<file path="src/rtl/bm_pkg.sv">
// Package: shared encodings and permission rules for the bus ownership controller.
// Assumes a fixed 2-bit target code; bus 0 is the local bus, bus 1+f is FPGA f's bus.
package bm_pkg;
    localparam int NUM_FPGA  = 2;
    localparam int NUM_BUS   = NUM_FPGA + 1;
    localparam int NUM_CAND  = 3;
    localparam int TGT_W     = 2;
    localparam int BUS_W     = $clog2(NUM_BUS);

    localparam int CAND_HOST = 0;
    localparam int CAND_CPU  = 1;
    localparam int CAND_FPGA = 2;

    typedef enum logic [1:0] {
        MODE_IDLE   = 2'd0,
        MODE_WRITE  = 2'd1,
        MODE_CONFIG = 2'd2,
        MODE_NORMAL = 2'd3
    } mode_e;

    localparam logic [TGT_W-1:0] TGT_REG = 2'd0;
    localparam logic [TGT_W-1:0] TGT_PG0 = 2'd1;

    // Bus reached by a target code: targets 0 and 1 share the local bus.
    function automatic logic [BUS_W-1:0] tgt_bus(input logic [TGT_W-1:0] t);
        return t[1] ? BUS_W'(t - 2'd1) : '0;
    endfunction

    // Host access rule per mode.
    function automatic logic host_permit(input mode_e m, input logic hm,
                                         input logic [TGT_W-1:0] t);
        case (m)
            MODE_IDLE:   return t == TGT_REG;
            MODE_WRITE:  return 1'b1;
            MODE_CONFIG: return hm || !t[1];
            default:     return !t[1];
        endcase
    endfunction

    // Local-processor access rule per mode.
    function automatic logic cpu_permit(input mode_e m, input logic hm,
                                        input logic [TGT_W-1:0] t);
        case (m)
            MODE_CONFIG: return !t[1] || !hm;
            MODE_NORMAL: return 1'b1;
            default:     return 1'b0;
        endcase
    endfunction
endpackage

</file>
<file path="src/rtl/bm_reset_gen.sv">
// Module: local-processor hard reset generator.
// Holds reset while the mode is Idle/Write or software asks for it; registered output.
module bm_reset_gen
    import bm_pkg::*;
(
    input  logic  clk,
    input  logic  rst_n,
    input  mode_e mode,
    input  logic  sw_reset,
    output logic  hreset_o,
    output logic  cpu_active_o
);
    logic hold_d;
    logic hreset_q;

    // Purpose: decide whether the processor must be held this cycle.
    always_comb begin
        hold_d = (mode == MODE_IDLE) || (mode == MODE_WRITE) || sw_reset;
    end

    // Purpose: register the reset; asserted out of board reset.
    always_ff @(posedge clk) begin
        if (!rst_n) hreset_q <= 1'b1;
        else        hreset_q <= hold_d;
    end

    assign hreset_o     = hreset_q;
    assign cpu_active_o = !hreset_q;

    p_hold_reset_r8: assert property (@(posedge clk) disable iff (!rst_n)
        ((mode == MODE_IDLE) || (mode == MODE_WRITE) || sw_reset) |=> hreset_o);
    p_release_reset_r8: assert property (@(posedge clk) disable iff (!rst_n)
        ((mode == MODE_CONFIG || mode == MODE_NORMAL) && !sw_reset) |=> !hreset_o);
endmodule

</file>
<file path="src/rtl/bm_access_filter.sv">
// Module: per-bus eligibility of every candidate master under the board mode.
// Assumes one request per master; local-processor refusals are flagged separately.
module bm_access_filter
    import bm_pkg::*;
(
    input  mode_e                             mode,
    input  logic                              host_master,
    input  logic                              cpu_active,
    input  logic                              host_req,
    input  logic [TGT_W-1:0]                  host_tgt,
    input  logic                              cpu_req,
    input  logic [TGT_W-1:0]                  cpu_tgt,
    input  logic                              cpu_wr,
    input  logic                              cpu_two_beat,
    input  logic [NUM_FPGA-1:0]               fpga_req,
    input  logic [NUM_FPGA-1:0]               fpga_lock,
    output logic [NUM_BUS-1:0][NUM_CAND-1:0]  elig_o,
    output logic                              cpu_refused_o
);
    logic             host_ok;
    logic             cpu_try;
    logic             lock_hit;
    logic             cpu_ok;
    logic [BUS_W-1:0] host_bus;
    logic [BUS_W-1:0] cpu_bus;

    // Purpose: evaluate mode rules, lock and two-beat refusal for both processors.
    always_comb begin
        host_bus = tgt_bus(host_tgt);
        cpu_bus  = tgt_bus(cpu_tgt);
        host_ok  = host_req && host_permit(mode, host_master, host_tgt);
        cpu_try  = cpu_active && cpu_req;
        lock_hit = 1'b0;
        for (int f = 0; f < NUM_FPGA; f++) begin
            if (cpu_bus == BUS_W'(f + 1) && fpga_lock[f]) lock_hit = cpu_wr;
        end
        cpu_ok        = cpu_permit(mode, host_master, cpu_tgt) && !cpu_two_beat && !lock_hit;
        cpu_refused_o = cpu_try && !cpu_ok;
    end

    for (genvar b = 0; b < NUM_BUS; b++) begin : g_bus
        assign elig_o[b][CAND_HOST] = host_ok && (host_bus == BUS_W'(b));
        assign elig_o[b][CAND_CPU]  = cpu_try && cpu_ok && (cpu_bus == BUS_W'(b));
        if (b == 0) begin : g_local
            assign elig_o[b][CAND_FPGA] = 1'b0;
        end else begin : g_fpga
            assign elig_o[b][CAND_FPGA] = fpga_req[b-1] && (mode == MODE_NORMAL);
        end
    end
endmodule

</file>
<file path="src/rtl/bm_bus_arbiter.sv">
// Module: ownership register of one bus with pairwise priority among three candidates.
// Assumes host and FPGA are never eligible together (mode rules keep them apart).
module bm_bus_arbiter
    import bm_pkg::*;
(
    input  logic                clk,
    input  logic                rst_n,
    input  logic [NUM_CAND-1:0] elig,
    input  logic                pri_cpu_over_host,
    input  logic                pri_fpga_over_cpu,
    output logic [NUM_CAND-1:0] owner_o
);
    logic [NUM_CAND-1:0] owner_q;
    logic [NUM_CAND-1:0] win;
    logic                keep;
    logic                e_h, e_c, e_f;

    // Purpose: keep a still-eligible owner, else pick the priority winner.
    always_comb begin
        e_h  = elig[CAND_HOST];
        e_c  = elig[CAND_CPU];
        e_f  = elig[CAND_FPGA];
        keep = |(owner_q & elig);
        win  = '0;
        win[CAND_HOST] = e_h && !(e_c && pri_cpu_over_host);
        win[CAND_CPU]  = e_c && !(e_h && !pri_cpu_over_host) && !(e_f && pri_fpga_over_cpu);
        win[CAND_FPGA] = e_f && !(e_c && !pri_fpga_over_cpu) && !e_h;
    end

    // Purpose: hold ownership; cleared by reset.
    always_ff @(posedge clk) begin
        if (!rst_n)    owner_q <= '0;
        else if (keep) owner_q <= owner_q;
        else           owner_q <= win;
    end

    assign owner_o = owner_q;

    p_single_owner_r6: assert property (@(posedge clk) disable iff (!rst_n)
        $onehot0(owner_q));
    p_no_idle_grant_r7: assert property (@(posedge clk) disable iff (!rst_n)
        (elig == '0) |=> (owner_q == '0));
    p_owner_holds_r7: assert property (@(posedge clk) disable iff (!rst_n)
        ((owner_q & elig) != '0) |=> (owner_q == $past(owner_q)));
endmodule

</file>
<file path="src/rtl/bm_error_gen.sv">
// Module: one-cycle transfer-error strobe for refused local-processor requests.
// Assumes the processor drops the request after an error before retrying.
module bm_error_gen (
    input  logic clk,
    input  logic rst_n,
    input  logic cpu_req,
    input  logic cpu_refused,
    output logic err_o
);
    logic err_q;
    logic done_q;

    // Purpose: pulse once per refused request and remember it until the request drops.
    always_ff @(posedge clk) begin
        if (!rst_n) begin
            err_q  <= 1'b0;
            done_q <= 1'b0;
        end else begin
            err_q  <= cpu_refused && !done_q;
            done_q <= cpu_req && (done_q || cpu_refused);
        end
    end

    assign err_o = err_q;

    p_err_single_r11: assert property (@(posedge clk) disable iff (!rst_n)
        err_o |=> !err_o);
    p_err_raised_r11: assert property (@(posedge clk) disable iff (!rst_n)
        (cpu_refused && !done_q) |=> err_o);
endmodule

</file>
<file path="src/rtl/bm_bus_owner_ctrl.sv">
// Module: top of the board-mode bus ownership controller.
// Filters requests by mode, arbitrates each bus, drives processor reset and error strobe.
module bm_bus_owner_ctrl
    import bm_pkg::*;
(
    input  logic       clk,
    input  logic       rst_n,
    input  logic [1:0] mode_i,
    input  logic       host_master_i,
    input  logic       sw_reset_i,
    input  logic       prio_fa_i,
    input  logic       prio_fb_i,
    input  logic       prio_cpu_i,
    input  logic       host_req_i,
    input  logic [1:0] host_tgt_i,
    input  logic       cpu_req_i,
    input  logic [1:0] cpu_tgt_i,
    input  logic       cpu_wr_i,
    input  logic       cpu_two_beat_i,
    input  logic [1:0] fpga_req_i,
    input  logic [1:0] fpga_lock_i,
    output logic       host_gnt_o,
    output logic       cpu_gnt_o,
    output logic [1:0] fpga_gnt_o,
    output logic       cpu_hreset_o,
    output logic       xfer_err_o
);
    mode_e                            mode;
    logic                             cpu_active;
    logic                             cpu_refused;
    logic [NUM_BUS-1:0][NUM_CAND-1:0] elig;
    logic [NUM_BUS-1:0][NUM_CAND-1:0] owner;
    logic [NUM_BUS-1:0]               host_own;
    logic [NUM_BUS-1:0]               cpu_own;
    logic [NUM_FPGA-1:0]              fpga_pri;

    assign mode     = mode_e'(mode_i);
    assign fpga_pri = {prio_fb_i, prio_fa_i};

    bm_reset_gen u_rst (
        .clk          (clk),
        .rst_n        (rst_n),
        .mode         (mode),
        .sw_reset     (sw_reset_i),
        .hreset_o     (cpu_hreset_o),
        .cpu_active_o (cpu_active)
    );

    bm_access_filter u_filt (
        .mode          (mode),
        .host_master   (host_master_i),
        .cpu_active    (cpu_active),
        .host_req      (host_req_i),
        .host_tgt      (host_tgt_i),
        .cpu_req       (cpu_req_i),
        .cpu_tgt       (cpu_tgt_i),
        .cpu_wr        (cpu_wr_i),
        .cpu_two_beat  (cpu_two_beat_i),
        .fpga_req      (fpga_req_i),
        .fpga_lock     (fpga_lock_i),
        .elig_o        (elig),
        .cpu_refused_o (cpu_refused)
    );

    for (genvar b = 0; b < NUM_BUS; b++) begin : g_arb
        logic pri_f;
        if (b == 0) begin : g_local
            assign pri_f = 1'b0;
        end else begin : g_fpga
            assign pri_f = fpga_pri[b-1];
            assign fpga_gnt_o[b-1] = owner[b][CAND_FPGA];
        end
        bm_bus_arbiter u_arb (
            .clk               (clk),
            .rst_n             (rst_n),
            .elig              (elig[b]),
            .pri_cpu_over_host (prio_cpu_i),
            .pri_fpga_over_cpu (pri_f),
            .owner_o           (owner[b])
        );
        assign host_own[b] = owner[b][CAND_HOST];
        assign cpu_own[b]  = owner[b][CAND_CPU];
    end

    assign host_gnt_o = |host_own;
    assign cpu_gnt_o  = |cpu_own;

    bm_error_gen u_err (
        .clk         (clk),
        .rst_n       (rst_n),
        .cpu_req     (cpu_req_i),
        .cpu_refused (cpu_refused),
        .err_o       (xfer_err_o)
    );

    p_fpga_normal_only_r5: assert property (@(posedge clk) disable iff (!rst_n)
        (mode != MODE_NORMAL) |=> (fpga_gnt_o == '0));
    p_no_cpu_grant_in_reset_r8: assert property (@(posedge clk) disable iff (!rst_n)
        cpu_hreset_o |=> !cpu_gnt_o);
    p_locked_write_refused_r10: assert property (@(posedge clk) disable iff (!rst_n)
        (cpu_req_i && cpu_wr_i && cpu_tgt_i == 2'd2 && fpga_lock_i[0]) |=> !cpu_gnt_o);
    p_two_beat_refused_r9: assert property (@(posedge clk) disable iff (!rst_n)
        (cpu_req_i && cpu_two_beat_i) |=> !cpu_gnt_o);
endmodule

</file>
<file path="config.mk">
export PLATFORM = sky130hd
export DESIGN_NAME = bm_bus_owner_ctrl
export DESIGN_NICKNAME = d
export VERILOG_FILES = /design/src/rtl/bm_pkg.sv /design/src/rtl/bm_reset_gen.sv /design/src/rtl/bm_access_filter.sv /design/src/rtl/bm_bus_arbiter.sv /design/src/rtl/bm_error_gen.sv /design/src/rtl/bm_bus_owner_ctrl.sv
export SDC_FILE = /design/constraint.sdc
export NUM_CORES = 1
export LEC_CHECK = 0
export ABC_AREA = 0
export BUFFER_PORTS_ARGS = -buffer_cell sky130_fd_sc_hd__buf_4
export CAP_MARGIN = 5
export CORE_ASPECT_RATIO = 0.75
export CORE_MARGIN = 5
export CORE_UTILIZATION = 30
export CTS_CLUSTER_SIZE = 16
export DETAILED_ROUTE_END_ITERATION = 6
export GPL_TIMING_DRIVEN = 0
export PLACE_DENSITY = 0.55
export SETUP_SLACK_MARGIN = 0.1
export SLEW_MARGIN = 0
export SYNTH_ARGS = -nofsm -noshare
export SYNTH_HDL_FRONTEND = slang
export SYNTH_SLANG_ARGS = --single-unit
export TNS_END_PERCENT = 100
</file>
<file path="constraint.sdc">
create_clock -name clk -period 3.3 [get_ports clk]
set_input_delay 0 -clock clk [delete_from_list [all_inputs] [get_ports clk]]
set_output_delay 0 -clock clk [all_outputs]
set_load 0.01 [all_outputs]
</file>
==> results of run 1 <==
## flip-flops by register name (all words and copies together), names as in the netlist
name and cells:
u_err.done_q 1, g_arb.u_arb.owner_o 8, u_err.err_o 1, u_rst.hreset_o 1
## cell families after synthesis
kind of cell	share of synthesized area
compound gates	0.2915
simple gates	0.2641
mux	0.05100
buf+inv	0.07285
flops	0.3206
## layout by cell type (no fill, tap or decap), drive strengths merged, types with 2 or more instances in the layout
master / netlist / routed
a211o: 2 / 2
a21oi: 5 / 5
and3: 3 / 3
buf: 3 / 28
clkbuf: 1 / 4
dfxtp: 11 / 11
dlygate4sd3: 0 / 6
inv: 7 / 7
mux2i: 2 / 2
nand2: 10 / 10
nand2b: 3 / 3
nand3: 3 / 3
nand3b: 2 / 2
nor2b: 3 / 3
o21ai: 4 / 4
or3: 2 / 2
## worst reg2reg max path, stage by stage, from the launching register on
cell	delay (ns)
dfxtp_1	0.33
nand4bb_1	0.25
a2111oi_4	0.39
and2b_4	0.23
a21oi_2	0.07
mux2i_1	0.12
## per-layer routing
| layer | global-route usage | share of wire |
|---|---|---|
| met1 | 0.1528 | 0.50 |
| met5 | 0 | 0 |
| met3 | 0.04835 | 0.084 |
| met2 | 0.1765 | 0.40 |
| met4 | 0.03103 | 0.014 |
## power groups by stage
| stage | logic, µW | registers [µW] | clock network, µW |
|---|---|---|---|
| 6_report | 57.8 | 138 | 97.6 |
| 2_1_floorplan | 22.3 | 140 | 0 |
| 4_1_cts | 57.9 | 138 | 102 |
| 5_1_grt | 63.4 | 138 | 110 |
| 3_3_place_gp | 51.7 | 141 | 0 |
| 3_5_place_dp | 52.3 | 141 | 0 |
## how the worst max path moves through the flow
stage	start	to	slack (ns)	cells after the start
floorplan	u_rst.hreset_o$_SDFF_PN1_	g_arb[1].u_arb.owner_o[0]$_SDFFE_PN0N_	1.88	5
global placement	u_rst.hreset_o$_SDFF_PN1_	g_arb[1].u_arb.owner_o[0]$_SDFFE_PN0N_	1.82	5
detailed placement	u_rst.hreset_o$_SDFF_PN1_	g_arb[1].u_arb.owner_o[0]$_SDFFE_PN0N_	1.82	5
CTS	u_rst.hreset_o$_SDFF_PN1_	g_arb[1].u_arb.owner_o[0]$_SDFFE_PN0N_	1.81	5
global route	u_rst.hreset_o$_SDFF_PN1_	g_arb[1].u_arb.owner_o[0]$_SDFFE_PN0N_	1.71	5
finish	rst_n	u_rst.hreset_o$_SDFF_PN1_	1.79	5
## layout make-up
class / count / area share
Timing Repair Buffer: 31 / 0.2494
Tap cell: 25 / 0.03149
Inverter: 7 / 0.02645
Buffer: 4 / 0.02393
Sequential cell: 11 / 0.2217
Clock inverter: 1 / 0.005038
Clock buffer: 3 / 0.02267
Multi-Input combinational cell: 59 / 0.4194
## synth_stat cells (2+ instances only)
cell / instances
inv_1: 7
nand2_1: 10
mux2i_1: 2
buf_4: 2
nor2b_1: 3
a21oi_1: 4
and3_1: 3
a211o_2: 2
nand3b_1: 2
dfxtp_1: 11
nand2b_1: 3
or3_1: 2
o21ai_0: 3
nand3_1: 3
## timing repair
| item | in CTS | in global routing |
|---|---|---|
| endpoints found under the hold margin | 5 | 0 |
| gates resized for setup | 0 | 0 |
| hold buffers | 6 | 0 |
## metrics by stage
step,cells,cell area [µm²],total power (µW),setup WS (ns)
floorplan,81,686.9,162.7,1.880
global placement,131,905.9,192.4,1.818
detailed placement,131,905.9,192.9,1.825
CTS,141,993.5,297.6,1.812
global route,141,993.5,311.4,1.707
finish,141,993.5,292.9,1.786
==> reports/qor.csv, run 1 <==
metric,value,unit
synthesis.area,686.9,µm²
internal_power,213.6,µW
rsz0062_at_grt,false,
synth_edf_count,0,
slew_viol_final,0,
min_path_cells,4,
fin_tns_setup,0,ns
setup_viol,0,
r2r-start,u_rst.hreset_o$_SDFF_PN1_,
p_clk_frac,0.333,
dieArea,3357,µm²
fp.dieH,51.44,µm
p_per_area,294.9,nW/µm²
final_util,0.4448,
gp_congestion,0.7727,
cpPeakStageDelay,0.56,ns
cp-end-kind,register,
seq_area_frac_synth,0.3206,
min_to,g_arb[0].u_arb.owner_o[0]$_SDFFE_PN0N_,
grt_max_degree,11,
drc,0,
gr-usage-all-layers,0.1169,
sw_frac_of_total,0.2707,
required,3.48,ns
hold_viol,0,
avgViaCountPerCell,5.099,
critical_path_buf_inv_count,4,
reg2regPathDepth,5,
period_minus_slack,1.514,ns
first_iter_violations,17,
synthesis.nets,102,
firstDrtPassIters,4,
hpwl,1.452,mm
fin_worst_skew,0.007573,ns
synth_seq_cells,11,
slew_headroom,0.6735,
fin_crit_sh,0.4587,
clockBufferDepth,2,
io_buffer_count,25,
hp-class,in -> reg,
post_drt_wl_per_cell,13.05,µm
r2r-end,g_arb[1].u_arb.owner_o[0]$_SDFFE_PN0N_,
seq_area,220.2,µm²
antenna_found_initial,0,
fin_nets,138,
pin_count,27,
h-tree-depth,1,
critPathMaxFanout,10,
multiInputGateArea,416.7,µm²
switchingPower,79.30,µW
async_flop_share,0,
fp.coreArea,2233,µm²
synth_cells,81,
grt_pass1_wl,2.967,mm
crit_slowest_cell,dlygate4sd3_1,
drtAntennaViolNets,0,
num_vias,719,
cts_tree,done,
cp_cell_sequence,dlygate4sd3_1 -> buf_4 -> clkbuf_1 -> nand3b_1 -> dlygate4sd3_1,
wl,1.840,mm
p_comb_frac,0.197,
synth_warnings,0,
path_class,in -> reg,
clockRootBuffer,clkbuf_4,
yosysUniqueCellTypes,38,
crit_family,buffers and inverters,
crit_arrival,1.69,ns
die-width,65.26,µm
tightestPinTransition,0.4865,ns
hp-start,prio_cpu_i,
cts.sinks,11,
whs,0.03344,ns
drive_above_1_share,0.3362,
ir_worst_vdd,187.0,µV
synth_area_per_cell,8.480,µm²
grt_pass1_vias,687,
synth_area_leader_cell,dfxtp_1,
grt_overflow,0,
p_leak,0.0004490,µW
max_freq,0.6606,GHz
seqPwrFrac,0.469,
clock_latency,0.28,ns
status,"finished, final reports clean",
synthFlopType,dfxtp_1,
netlist.area_leader.share,0.3206,
start_util,0.3076,
syn_to_final_growth,44.63,%
cap_violations,0,
startpoint_type,input port,
fillers,223,
clk_pin_slew,0.08,ns
post_cts_buffers,0,
cp_common_cell,dlygate4sd3_1,
cts_buffers,3,
antenna_cells,0,
synthTopCellsByArea,"dfxtp_1 (32%), nand2_1 (5.5%), a2111oi_4 (4.0%)",
regToRegSetupSlack,1.81,ns
rows,15,
Note: power is estimated with default switching activity, not from simulation.
==> run 2: changes to the inputs <==
==> constraint.sdc (replaced) <==
create_clock -name clk -period 1.5 [get_ports clk]
set_input_delay 0 -clock clk [delete_from_list [all_inputs] [get_ports clk]]
set_output_delay 0 -clock clk [all_outputs]
set_load 0.01 [all_outputs]
==> reports/qor.csv, run 2 (same netlist as run 1, synthesis figures left out) <==
metric,value,unit
final_common_cell,buf_4,
first_iter_violations,24,
dieArea,3357,µm²
startpoint,cpu_req_i,
cts.sinks,11,
clock_latency,0.28,ns
avgViaCountPerCell,5.036,
cts_buffers,3,
r2r-end,g_arb[1].u_arb.owner_o[0]$_SDFFE_PN0N_,
startpoint_type,input port,
gr-usage-all-layers,0.1282,
fin_tns_setup,0,ns
p_leak,0.0004535,µW
syn_to_final_growth,45.36,%
start_util,0.3076,
grt_max_degree,11,
drtAntennaViolNets,0,
clk_pin_slew,0.08,ns
ir_worst_vdd,370.8,µV
p_clk_frac,0.335,
wl,1.947,mm
slew_viol_final,0,
antenna_found_initial,0,
crit_end,g_arb[2].u_arb.owner_o[0]$_SDFFE_PN0N_,
required,1.71,ns
firstDrtPassIters,4,
period_minus_slack,1.343,ns
sw_frac_of_total,0.2760,
path_class,in -> reg,
finalPower,649.3,µW
r2r-start,u_rst.hreset_o$_SDFF_PN1_,
gp_congestion,0.7910,
final_util,0.4471,
post_drt_wl_per_cell,13.91,µm
rsz0062_at_grt,true,
antenna_cells,0,
grt_pass1_vias,674,
max_freq,0.7444,GHz
die-width,65.26,µm
whs,0.01980,ns
hold_viol,0,
h-tree-depth,1,
fp.coreArea,2233,µm²
seqPwrFrac,0.466,
critPathMaxFanout,4,
tightestPinTransition,0.4462,ns
reg2regPathDepth,5,
io_buffer_count,25,
fp.dieH,51.44,µm
fin_worst_skew,0.002805,ns
crit_arrival,1.55,ns
clockBufferDepth,2,
drive_above_1_share,0.3652,
hp-class,in -> reg,
fin_nets,137,
clockRootBuffer,clkbuf_4,
largest_register_ffs,8,
switchingPower,179.2,µW
p_comb_frac,0.199,
fin_crit_sh,0.8956,
slew_headroom,0.7005,
most-common-layout-cells,"buf_4 (28), nand2_1 (10), dfxtp_1 (10)",
internal_power,470.1,µW
pin_count,27,
regToRegSetupSlack,0.16,ns
design_area,998.5,µm²
rows,15,
placedInstanceArea,905.9,µm²
num_vias,705,
grt_overflow,0,
grt_pass1_wl,3.208,mm
cap_violations,0,
hp-start,mode_i[1],
drc,0,
cp-end-kind,register,
cts_tree,done,
setup_viol,0,
p_per_area,650.3,nW/µm²
status,"finished, final reports clean",
hpwl,1.531,mm
-- run 2: changes by cell type in the layout (fill, tap and decap cells not counted) --
cell,previous run,this run
dlygate4sd3_1,6,4
buf_4,27,28
dfxtp_1,11,10
dfxtp_2,0,1
nand4bb_1,1,0
nand4bb_4,0,1
-- run 2: worst min path at each step --
stage / end / slack (ns) / cells after the start
6_report: u_rst.hreset_o$_SDFF_PN1_ / 0.02 / 2
5_1_grt: u_rst.hreset_o$_SDFF_PN1_ / 0.02 / 2
4_1_cts: u_rst.hreset_o$_SDFF_PN1_ / 0.007 / 2
3_5_place_dp: u_rst.hreset_o$_SDFF_PN1_ / 0.19 / 2
3_3_place_gp: u_rst.hreset_o$_SDFF_PN1_ / 0.19 / 2
2_1_floorplan: u_rst.hreset_o$_SDFF_PN1_ / 0.11 / 1
-- run 2: timing repair --
item | in CTS | in global routing
endpoints found under the setup margin | 3 | 5
gates resized for setup | 2 | 0
hold buffers | 4 | 0
pin swaps | 1 | 1
setup buffers | 1 | 0
endpoints found under the hold margin | 4 | 0
-- run 2: area by class of cell --
class,instances,area [µm²]
Clock buffer,3,22.52
Fill cell,227,1235
Tap cell,25,31.28
Inverter,7,26.28
Timing Repair Buffer,30,235.2
Multi-Input combinational cell,59,432.9
Buffer,4,23.77
Clock inverter,1,5.005
Sequential cell,11,221.5
-- run 2: metal layers --
| metal | wire length, µm | GRT usage |
|---|---|---|
| met5 | 0 | 0 |
| met3 | 146 | 0.05934 |
| met1 | 978 | 0.1744 |
| met4 | 13 | 0.03103 |
| met2 | 808 | 0.1815 |
-- run 2: power by group through the flow --
stage                     combinational (µW)  clock, µW  sequential (µW)
final                                    129        217              303
after CTS                                130        229              303
after global routing                     143        248              304
after detailed placement                 116          0              309
after global placement                   114          0              309
after floorplan                         49.1          0              309
-- run 2: worst max-delay path, stage by stage --
cell and delay, ns:
dlygate4sd3_1 0.55, buf_4 0.15, nand4bb_4 0.10, a2111oi_4 0.05, a311oi_1 0.46, mux2i_1 0.24
-- run 2: per-stage QoR --
| stage | setup slack, ns | instances |
|---|---|---|
| floorplan | 0.1607 | 81 |
| global placement | 0.08155 | 131 |
| detailed placement | 0.08267 | 131 |
| CTS | 0.07402 | 140 |
| global route | 0.06692 | 140 |
| finish | 0.1566 | 140 |
==> run 3: changes to the inputs <==
--- a/config.mk
+++ b/config.mk
@@ -6,18 +6,18 @@
 export NUM_CORES = 1
 export LEC_CHECK = 0
 export ABC_AREA = 0
-export BUFFER_PORTS_ARGS = -buffer_cell sky130_fd_sc_hd__buf_4
-export CAP_MARGIN = 5
+export CAP_MARGIN = 25
 export CORE_ASPECT_RATIO = 0.75
 export CORE_MARGIN = 5
 export CORE_UTILIZATION = 30
 export CTS_CLUSTER_SIZE = 16
 export DETAILED_ROUTE_END_ITERATION = 6
+export DONT_BUFFER_PORTS = 1
 export GPL_TIMING_DRIVEN = 0
-export PLACE_DENSITY = 0.55
+export PLACE_DENSITY = 0.45
 export SETUP_SLACK_MARGIN = 0.1
 export SLEW_MARGIN = 0
 export SYNTH_ARGS = -nofsm -noshare
 export SYNTH_HDL_FRONTEND = slang
 export SYNTH_SLANG_ARGS = --single-unit
-export TNS_END_PERCENT = 100
+export TNS_END_PERCENT = 10
==> reports/qor.csv, run 3 (same netlist as run 1, synthesis figures left out) <==
metric,value,unit
status,finished with violations,
violations,hold timing,
most-common-layout-cells,"nand2_1 (10), dfxtp_1 (10), dlygate4sd3_1 (10)",
firstDrtPassIters,4,
drc,0,
pre_cts_ws,0.03886,ns
grt_overflow,0,
fin_tns_setup,0,ns
fin_worst_skew,0.008351,ns
fin_crit_sh,0.9124,
start_util,0.3076,
placedInstanceArea,718.2,µm²
max_freq,0.7307,GHz
dp_cells,106,
hold_viol,1,
rsz0062_at_grt,true,
die-width,65.26,µm
post_drt_wl_per_cell,15.16,µm
grt.busiest_layer,met2,
clk_pin_slew,0.08,ns
hp-class,in -> reg,
p_per_area,683.1,nW/µm²
fp.coreArea,2233,µm²
p_leak,0.0003522,µW
setup_viol,0,
h-tree-depth,1,
syn_to_final_growth,27.50,%
use_met3,0.05934,
drtAntennaViolNets,0,
clock_latency,0.28,ns
path_class,reg -> reg,
cts.sinks,11,
first_iter_violations,19,
cap_violations,0,
pin_count,27,
gr-usage-all-layers,0.1157,
cts_tree,done,
num_vias,621,
dieArea,3357,µm²
tightestPinTransition,0.4790,ns
crit_arrival,1.53,ns
design_area,875.8,µm²
clockBufferDepth,2,
slew_headroom,0.6807,
required,1.66,ns
grt_pass1_vias,581,
fp.dieH,51.44,µm
largest_register_ffs,8,
ir_worst_vdd,425.2,µV
rows,15,
grtUsageMet2,0.1714,
period_minus_slack,1.369,ns
io_buffer_count,0,
drive_above_1_share,0.1771,
clockRootBuffer,clkbuf_4,
setup_slack,0.1314,ns
avgViaCountPerCell,5.132,
use_met1,0.1506,
grt_pass1_wl,2.884,mm
fin_nets,118,
cp-end-kind,register,
antenna_found_initial,0,
startpoint_type,register,
grt_max_degree,11,
wl,1.834,mm
cts_buffers,3,
whs,-0.01954,ns
slew_viol_final,0,
hpwl,1.411,mm
antenna_cells,0,
fin_cells,121,
critPathMaxFanout,3,
gp_congestion,0.6997,
[run 3: through the flow]
stage	total power, µW	hold WS (ns)	utilization
finish	598.3	-0.01954	0.3922
global route	633.4	0.004162	0.3922
CTS	609.3	-0.02660	0.3849
detailed placement	368.0	0.1096	0.3216
global placement	367.3	0.1067	0.3216
floorplan	358.1	0.1059	-
[run 3: cell type report]
| type | count | area, µm² |
|---|---|---|
| fillers | 236 | 1358 |
| multi-input cells | 59 | 436.7 |
| flip-flops and latches | 11 | 224.0 |
| repair buffers | 11 | 107.6 |
| well taps | 25 | 31.28 |
| clock buffers | 4 | 26.28 |
| inverters | 7 | 26.28 |
| plain buffers | 4 | 23.77 |
[run 3: power by group]
part / internal, µW / total [µW] / switching (µW)
Combinational: 45.0 / 81.5 / 36.6
Clock: 103 / 214 / 111
Sequential: 297 / 303 / 5.84
[run 3: repair_timing]
action / in CTS / in global routing
setup buffers: 1 / 0
resized for setup: 2 / 2
pin swaps: 1 / 1
hold buffers: 9 / 1
endpoints found under the setup margin: 5 / 6
hold endpoints to repair: 9 / 1
[run 3: worst paths after layout]
path	slack, ns	startpoint	depth (start not counted)	to
max	0.13	u_rst.hreset_o$_SDFF_PN1_	5	g_arb[1].u_arb.owner_o[0]$_SDFFE_PN0N_
min	-0.02	cpu_tgt_i[0]	3	g_arb[2].u_arb.owner_o[2]$_SDFFE_PN0N_
max reg2reg	0.13	u_rst.hreset_o$_SDFF_PN1_	5	g_arb[1].u_arb.owner_o[0]$_SDFFE_PN0N_
min reg2reg	0.43	u_err.done_q$_SDFF_PN0_	1	u_err.err_o$_SDFF_PN0_
[run 3: layer usage]
layer,part of all wire,routed length [µm]
met5,0,0
met4,0.0071,13
met2,0.41,761
met3,0.089,164
met1,0.49,894
[run 3: worst max-delay path, stage by stage, from the launching register on]
cell,delay (ns)
dfxtp_4,0.36
nand4bb_4,0.21
a2111oi_4,0.27
and2b_4,0.23
a21oi_2,0.07
mux2i_1,0.12
